===== config.mk =====
export PLATFORM = sky130hd
export DESIGN_NAME = fpu_overlap_arbiter
export DESIGN_NICKNAME = d
export VERILOG_FILES = /design/src/rtl/fpu_overlap_arbiter.sv
export SDC_FILE = /design/constraint.sdc
export NUM_CORES = 1
export LEC_CHECK = 0
export ABC_AREA = 1
export CORE_MARGIN = 2
export CORE_UTILIZATION = 27
export CTS_CLUSTER_DIAMETER = 200
export DETAILED_ROUTE_END_ITERATION = 16
export DONT_BUFFER_PORTS = 1
export PLACE_DENSITY = 0.47
export SYNTH_ARGS = -nofsm -noshare
export SYNTH_HDL_FRONTEND = slang
export SYNTH_SLANG_ARGS = --single-unit

===== constraint.sdc =====
create_clock -name clk -period 1.6 [get_ports clk]
set_input_delay 0.32 -clock clk [delete_from_list [all_inputs] [get_ports clk]]
set_output_delay 0.32 -clock clk [all_outputs]
set_load 0.05 [all_outputs]

===== src/rtl/fpu_overlap_arbiter.sv =====
module fpu_overlap_arbiter #(
  parameter int NREG = 8
) (
  input  logic                    clk,
  input  logic                    rst_n,
  input  logic                    issue_valid,
  input  logic [1:0]              issue_kind,
  input  logic                    src_is_reg,
  input  logic [$clog2(NREG)-1:0] src_idx,
  input  logic                    dst_is_reg,
  input  logic [$clog2(NREG)-1:0] dst_idx,
  input  logic                    opnd_special,
  input  logic                    prec_reduced,
  input  logic                    inex_trap_en,
  input  logic                    range_exc,
  input  logic                    done,
  output logic [1:0]              grant,
  output logic                    stall
);
  localparam int IW = $clog2(NREG);
  localparam logic [1:0] G_MIN  = 2'b00;
  localparam logic [1:0] G_PART = 2'b01;
  localparam logic [1:0] G_FULL = 2'b10;

  logic          busy_q;
  logic          has_dst_q;
  logic [IW-1:0] dst_q;

  wire live     = busy_q && has_dst_q;
  wire src_hit  = live && src_is_reg && (src_idx == dst_q);
  wire dst_hit  = live && dst_is_reg && (dst_idx == dst_q);
  wire mode_bad = opnd_special || prec_reduced || inex_trap_en || range_exc;
  wire is_move  = (issue_kind == 2'b00);
  wire is_min   = issue_kind[1];
  wire accept   = issue_valid && !stall;

  always_comb begin
    if (!issue_valid || is_min)
      grant = G_MIN;
    else if (is_move && !src_hit && !dst_hit && !mode_bad)
      grant = G_FULL;
    else
      grant = G_PART;
  end

  assign stall = issue_valid && is_min && busy_q;

  always_ff @(posedge clk) begin
    if (!rst_n) begin
      busy_q    <= 1'b0;
      has_dst_q <= 1'b0;
      dst_q     <= '0;
    end else if (accept) begin
      busy_q    <= 1'b1;
      has_dst_q <= dst_is_reg;
      dst_q     <= dst_idx;
    end else if (done) begin
      busy_q    <= 1'b0;
    end
  end
endmodule


==> impl_metrics.py, run 1 <==
metrics = {
    "grt": {
        "grt_antenna_before_repair": 0,
        "grt_max_degree": 9,
        "overflow": 0,
        "track_usage_pct": 10.3,
        "grt_pass1_vias": 320,
        "grt_pass1_wl_um": 1060,
    },
    "synthesis": {
        "muxShareOfSynthArea_pct": 0,
        "syn-num-nets": 83,
        "synth-warning-count": 0,
        "synth_top_family_by_area": "simple AND/OR/NAND/NOR gates",
        "synth-compound-area-share_pct": 16.0,
        "synth_area_leader_cell": "dfxtp_1",
        "synth_cells": 65,
        "synth_simple_gate_area_share_pct": 44.0,
        "ys_seq_area_share_pct": 28.4,
        "syn_area_per_cell_um2": 5.43,
        "synthTopCellsByArea": "dfxtp_1 28%, nand2_1 26%, nor2_1 12%, inv_1 11%, a21oi_1 5.7%",
        "synth-xor-area-share_pct": 0,
        "synth.top_cell.area_share_pct": 28.4,
        "synth_fa_ha_area_share_pct": 0,
        "netlist_area_um2": 353,
        "ys_ff_latch": 5,
        "yosysUniqueCellTypes": 12,
    },
    "routing": {
        "via_per_inst": 4.48,
        "routedWlPerCell_um": 8.28,
        "vias": 399,
        "drt-total-wl_um": 737,
        "drc": 0,
        "drtAntennaViolNets": 0,
        "dr.pass1.iters": 4,
        "dr.first_iter.drc_count": 6,
    },
    "min_path": {
        "hold_path.startpoint": "rst_n",
        "hold-path-endpoint": "dst_q[1]",
        "min_path_cells": 2,
        "hold_class": "in -> reg",
    },
    "floorplanning": {
        "dieHeight_um": 40.2,
        "rows": 13,
        "die_w_um": 40.2,
        "core_area_mm2": 0.00125,
        "start_util_pct": 28.2,
        "dieArea_mm2": 0.00161,
        "ioPinCount": 21,
    },
    "setup_path": {
        "crit_chain": "inv_2, nand2_2, nand2_1, nor2_1, nand2_1, nand2_1, nand2_2, a21oi_4, buf_12",
        "cp_max_fo": 4,
        "timing.rr.start": "busy_q",
        "cp-start-kind": "register",
        "critPathMaxStageDelay_ps": 350,
        "worstPathArrival_ps": 1330,
        "regToRegSetupSlack_ps": 660,
        "cpMaxStageDelayCell": "dfxtp_2",
        "path_class": "reg -> out",
        "required_ps": 1280,
        "end_kind": "primary output",
        "path_common_cell": "nand2_1",
        "worstReg2RegEnd": "dst_q[2]",
        "r2r.worst_path.cells": 4,
    },
    "timing": {
        "tns_ps": -80.0,
        "tightestPinTransition_ps": 483,
        "drv_slew": 0,
        "maxSlewHeadroom_pct": 67.6,
        "setup_viol": 2,
        "min_period_over_period_pct": 103,
        "fmax_mhz": 606,
        "rsz0062_at_grt": "yes",
        "skew_ps": 0.301,
        "hold_viol_final": 0,
        "post-route-worst-setup-slack_ps": -50.3,
        "min_period_ps": 1650,
    },
    "cts": {
        "tritoncts": "done",
        "path_clk_slew_ps": 50,
        "h-tree-depth": 1,
        "root_buffer": "clkbuf_4",
        "clock_path_buffers": 2,
        "cts_hold_buffers": 0,
        "clock_latency_ps": 240,
        "numCtsBuffers": 3,
        "clock-sinks": 5,
    },
    "run_status": {
        "status": "complete, but fails checks",
        "violations": "setup timing",
    },
    "power_and_ir_drop": {
        "leakagePower_nw": 0.247,
        "swShare_pct": 27.9,
        "power_frac_comb_pct": 20.5,
        "p_switching_uw": 102,
        "p_int_uw": 264,
        "power_density_mw_per_mm2": 759,
        "p_seq_share_pct": 39.2,
        "clockPowerShare_pct": 40.3,
        "max-vdd-ir-drop_v": 0.000385,
    },
    "cells_and_area": {
        "n_fill_cell": 140,
        "synthToLayoutAreaGrowth_pct": 36.5,
        "nets": 93,
        "utilization_pct": 38.5,
        "final_cell_mix": "23 x nand2_1, 10 x nor2_1, 8 x inv_1",
        "drive_gt1_share_pct": 27.0,
        "layout_commonest_cell": "nand2_1",
        "antenna-diode-count": 0,
        "fin_cells": 89,
    },
    "placed_design": {
        "place_ws_ps": 146,
        "portBuffers": 0,
        "dp_cells": 83,
        "dp_hpwl_um": 607,
        "gp_congestion": 0.673,
    },
    "run": {
        "drv_cap": 0,
    },
}
-- metal layers --
metal	vias to the layer above	GRT usage, %	wire length (um)
met3	2	3.33	55
met2	17	17.7	349
met1	163	10.1	325
met5	-	0	0
li1	217	-	-
met4	0	7.76	7
-- metrics by stage --
stage / total power, mW / cell area [um^2] / hold slack, ps
2_1_floorplan: 0.196 / 355 / 451
3_3_place_gp: 0.212 / 422 / 462
3_5_place_dp: 0.212 / 422 / 464
4_1_cts: 0.368 / 459 / 202
5_1_grt: 0.389 / 482 / 214
6_report: 0.366 / 482 / 208
-- cell type report --
| cell class | count | area, um^2 | share of cell area, % |
|---|---|---|---|
| Clock buffer | 4 | 26.3 | 5.45 |
| Inverter | 11 | 41.3 | 8.57 |
| Multi-Input combinational cell | 49 | 229 | 47.5 |
| Sequential cell | 5 | 104 | 21.6 |
| Tap cell | 15 | 18.8 | 3.90 |
| Timing Repair Buffer | 5 | 62.6 | 13.0 |
-- synthesized netlist by cell type (all sizes together) --
library cell  instances
nor3                  1
inv                  11
a21oi                 5
nor2                 11
nand2                26
o21ai                 4
or2                   1
dfxtp                 5
a21boi                1
-- kinds of logic (layout without fill, tap and decap cells) --
group	Yosys count	count (layout)
AOI/OAI and AO/OA	10	10
buffers and inverters	11	20
and+or+nand+nor	39	39
DFF	5	5
-- repair_timing --
action                                 in CTS  in global routing
endpoints found under the hold margin       0                  0
gates resized for setup                     5                  3
pin swaps                                   3                  6
setup endpoints to repair                   2                  2
setup buffers                               1                  1
-- state kept, by name, indices dropped and copies added (netlist names) --
signal / cells
dst_q: 3
busy_q: 1
has_dst_q: 1
-- power by group through the flow --
stage | clock, mW | sequential, mW | combinational (mW)
floorplan | 0 | 0.142 | 0.0534
global placement | 0 | 0.144 | 0.0680
detailed placement | 0 | 0.144 | 0.0682
CTS | 0.153 | 0.143 | 0.0716
global route | 0.159 | 0.144 | 0.0856
finish | 0.147 | 0.143 | 0.0748
-- critical path: cells and delay by family (launching register included) --
family                 cells  cell delay [ps]
DFF                        1              350
AOI/OAI and AO/OA          1              150
buffers and inverters      2              200
and+or+nand+nor            6              400
-- how the worst max path moves through the flow --
stage / from / slack [ps] / endpoint
floorplan: dst_q[0] / 60 / grant[0]
finish: dst_q[0] / -50 / grant[0]
CTS: dst_q[0] / -90 / grant[0]
detailed placement: dst_q[0] / 150 / grant[0]
global route: dst_q[1] / -140 / grant[0]
global placement: dst_q[0] / 130 / grant[0]
Note: power is estimated with default switching activity, not from simulation.
==> run 2, diff against run 1 <==
ABC_AREA = unset   (was 1)
CORE_AREA = 2 2 39 41   (was unset)
CORE_MARGIN = unset   (was 2)
CORE_UTILIZATION = unset   (was 27)
DIE_AREA = 0 0 41 43   (was unset)
PLACE_DENSITY = 0.44   (was 0.47)
==> run 2 against run 1 <==
  * The run still ends with setup timing left
  * Register-to-register slack worse by 250 ps
  * Final area down 5.7%
  * Setup slack worse by 270 ps
  * Via count down 33%
  * Synthesized area down 9.6%
  * Highest routed layer unchanged
==> impl_metrics.py, run 2 <==
metrics = {
    "floorplanning": {
        "core_area_mm2": 0.00138,
        "start_util_pct": 23.1,
        "ioPinCount": 21,
        "dieHeight_um": 43,
        "die_w_um": 41,
        "rows": 14,
        "dieArea_mm2": 0.00176,
    },
    "run": {
        "drv_cap": 0,
    },
    "synthesis": {
        "synth-warning-count": 0,
        "yosysMostFrequentCell": "xor2_1",
        "ys_ff_latch": 5,
        "synthTopCellsByArea": "dfxtp_1 31%, xor2_1 16%, mux2i_1 13%, nor2b_1 9.8%, nand3_1 4.7%",
        "synth_commonest_cells": "6 x xor2_1, 5 x dfxtp_1, 5 x nor2b_1",
        "async_flop_share_pct": 0,
        "syn-num-nets": 53,
        "synth_ff_type": "dfxtp_1",
        "synth_cells": 35,
        "synth_area_leader_cell": "dfxtp_1",
        "synth_edf_count": 0,
        "synth.top_cell.area_share_pct": 31.4,
        "yosysUniqueCellTypes": 13,
        "syn_area_per_cell_um2": 9.12,
        "netlist_area_um2": 319,
        "ys_seq_area_share_pct": 31.4,
    },
    "grt": {
        "grt_max_degree": 6,
        "overflow": 0,
        "track_usage_pct": 9.65,
        "grt_antenna_before_repair": 0,
        "grt_pass1_vias": 276,
        "grt_pass1_wl_um": 1100,
    },
    "routing": {
        "vias": 268,
        "dr.pass1.iters": 2,
        "dr.first_iter.drc_count": 1,
        "routedWlPerCell_um": 12.3,
        "drt-total-wl_um": 714,
        "via_per_inst": 4.62,
        "drtAntennaViolNets": 0,
        "drc": 0,
    },
    "placed_design": {
        "dp_hpwl_um": 620,
        "gp_congestion": 0.614,
        "place_ws_ps": -91.6,
        "portBuffers": 0,
        "dp_cells": 54,
    },
    "cells_and_area": {
        "largest_register_ffs": 3,
        "final_cell_mix": "6 x xor2_1, 5 x nor2b_1, 4 x mux2i_1",
        "synthToLayoutAreaGrowth_pct": 42.4,
        "fin_cells": 58,
        "top_register": "dst_q",
        "antenna-diode-count": 0,
        "nets": 61,
        "layout_commonest_cell": "xor2_1",
        "drive_gt1_share_pct": 33.3,
        "top_regs": "dst_q x3, busy_q x1, has_dst_q x1",
    },
    "timing": {
        "fmax_mhz": 519,
        "min_period_over_period_pct": 120,
        "tightestPinTransition_ps": 487,
        "rsz0062_at_grt": "yes",
        "setup_viol": 2,
        "maxSlewHeadroom_pct": 67.7,
        "skew_ps": 7.52,
        "post-route-worst-setup-slack_ps": -325,
        "hold_viol_final": 0,
        "drv_slew": 0,
        "min_period_ps": 1920,
    },
    "run_status": {
        "status": "complete, but fails checks",
        "violations": "setup timing",
    },
    "setup_path": {
        "required_ps": 1280,
        "path_class": "reg -> out",
        "cp-start-kind": "register",
        "cp_max_fo": 3,
        "end_kind": "primary output",
        "worstPathArrival_ps": 1600,
    },
    "cts": {
        "h-tree-depth": 1,
        "clock-sinks": 5,
        "root_buffer": "clkbuf_4",
        "tritoncts": "done",
        "cts_hold_buffers": 0,
        "numCtsBuffers": 3,
        "clock_latency_ps": 240,
        "clock_path_buffers": 2,
        "path_clk_slew_ps": 50,
    },
    "power_and_ir_drop": {
        "max-vdd-ir-drop_v": 0.000353,
        "power_density_mw_per_mm2": 765,
        "leakagePower_nw": 0.231,
    },
    "min_path": {
        "hold_class": "in -> reg",
    },
}
## run 2: kinds of logic (layout without fill, tap and decap cells)
group                     count (synthesis)  after routing  share of synthesized area (%)
and+or+nand+nor                          17             17                           31.8
muxes                                     4              4                           12.5
xor gates and xnor gates                  6              6                           16.5
DFF                                       5              5                           31.4
buffers and inverters                     0              7                              0
AOI/OAI and AO/OA                         3              3                           7.85
## run 2: timing repair
item                                    in CTS  in global routing
endpoints found under the setup margin       2                  2
pin swaps                                    3                  0
hold endpoints to repair                     0                  0
buffers inserted                             0                  0
resized for setup                            1                  0
## run 2: report_power, final
group / total (mW) / switching [mW] / internal (mW)
logic: 0.0594 / 0.0286 / 0.0308
registers: 0.142 / 0.00734 / 0.134
clock network: 0.146 / 0.0521 / 0.0943
total: 0.348 / 0.0880 / 0.260
## run 2: metrics by stage
step	utilization (%)	power [mW]	TNS, ps	hold slack [ps]	instance area [um^2]
after floorplan	-	0.188	-131	437	359
after global placement	30.8	0.202	-136	440	427
after detailed placement	30.8	0.204	-165	442	427
after CTS	32.8	0.353	-663	185	454
after global routing	32.8	0.372	-737	192	454
final	32.8	0.348	-642	189	454
## run 2: worst max-delay path, cell delays in order (launching register included)
cell      delay, ps
dfxtp_2         330
xor2_1          140
or4_4           560
nor4bb_4        180
buf_12          150
## run 2: layout make-up
class / count / area, um^2
clock buffer: 4 / 26.3
fill: 146 / 930
multi-input combinational: 30 / 256
sequential: 5 / 104
tap: 16 / 20.0
timing repair buffer: 3 / 47.5
## run 2: worst paths after layout
kind	startpoint	endpoint	slack [ps]	cells past startpoint
max	dst_q[1]	grant[1]	-320	4
min reg2reg	dst_q[1]	dst_q[1]	540	2
min	rst_n	busy_q	190	1
max reg2reg	busy_q	dst_q[2]	410	4
## run 2: routing by layer
layer	share of wire (%)	vias to the layer above	GRT usage (%)
li1	-	137	-
met1	37	114	11.0
met2	48	15	13.1
met3	12	2	4.19
met4	2.7	0	8.00
met5	0	-	0
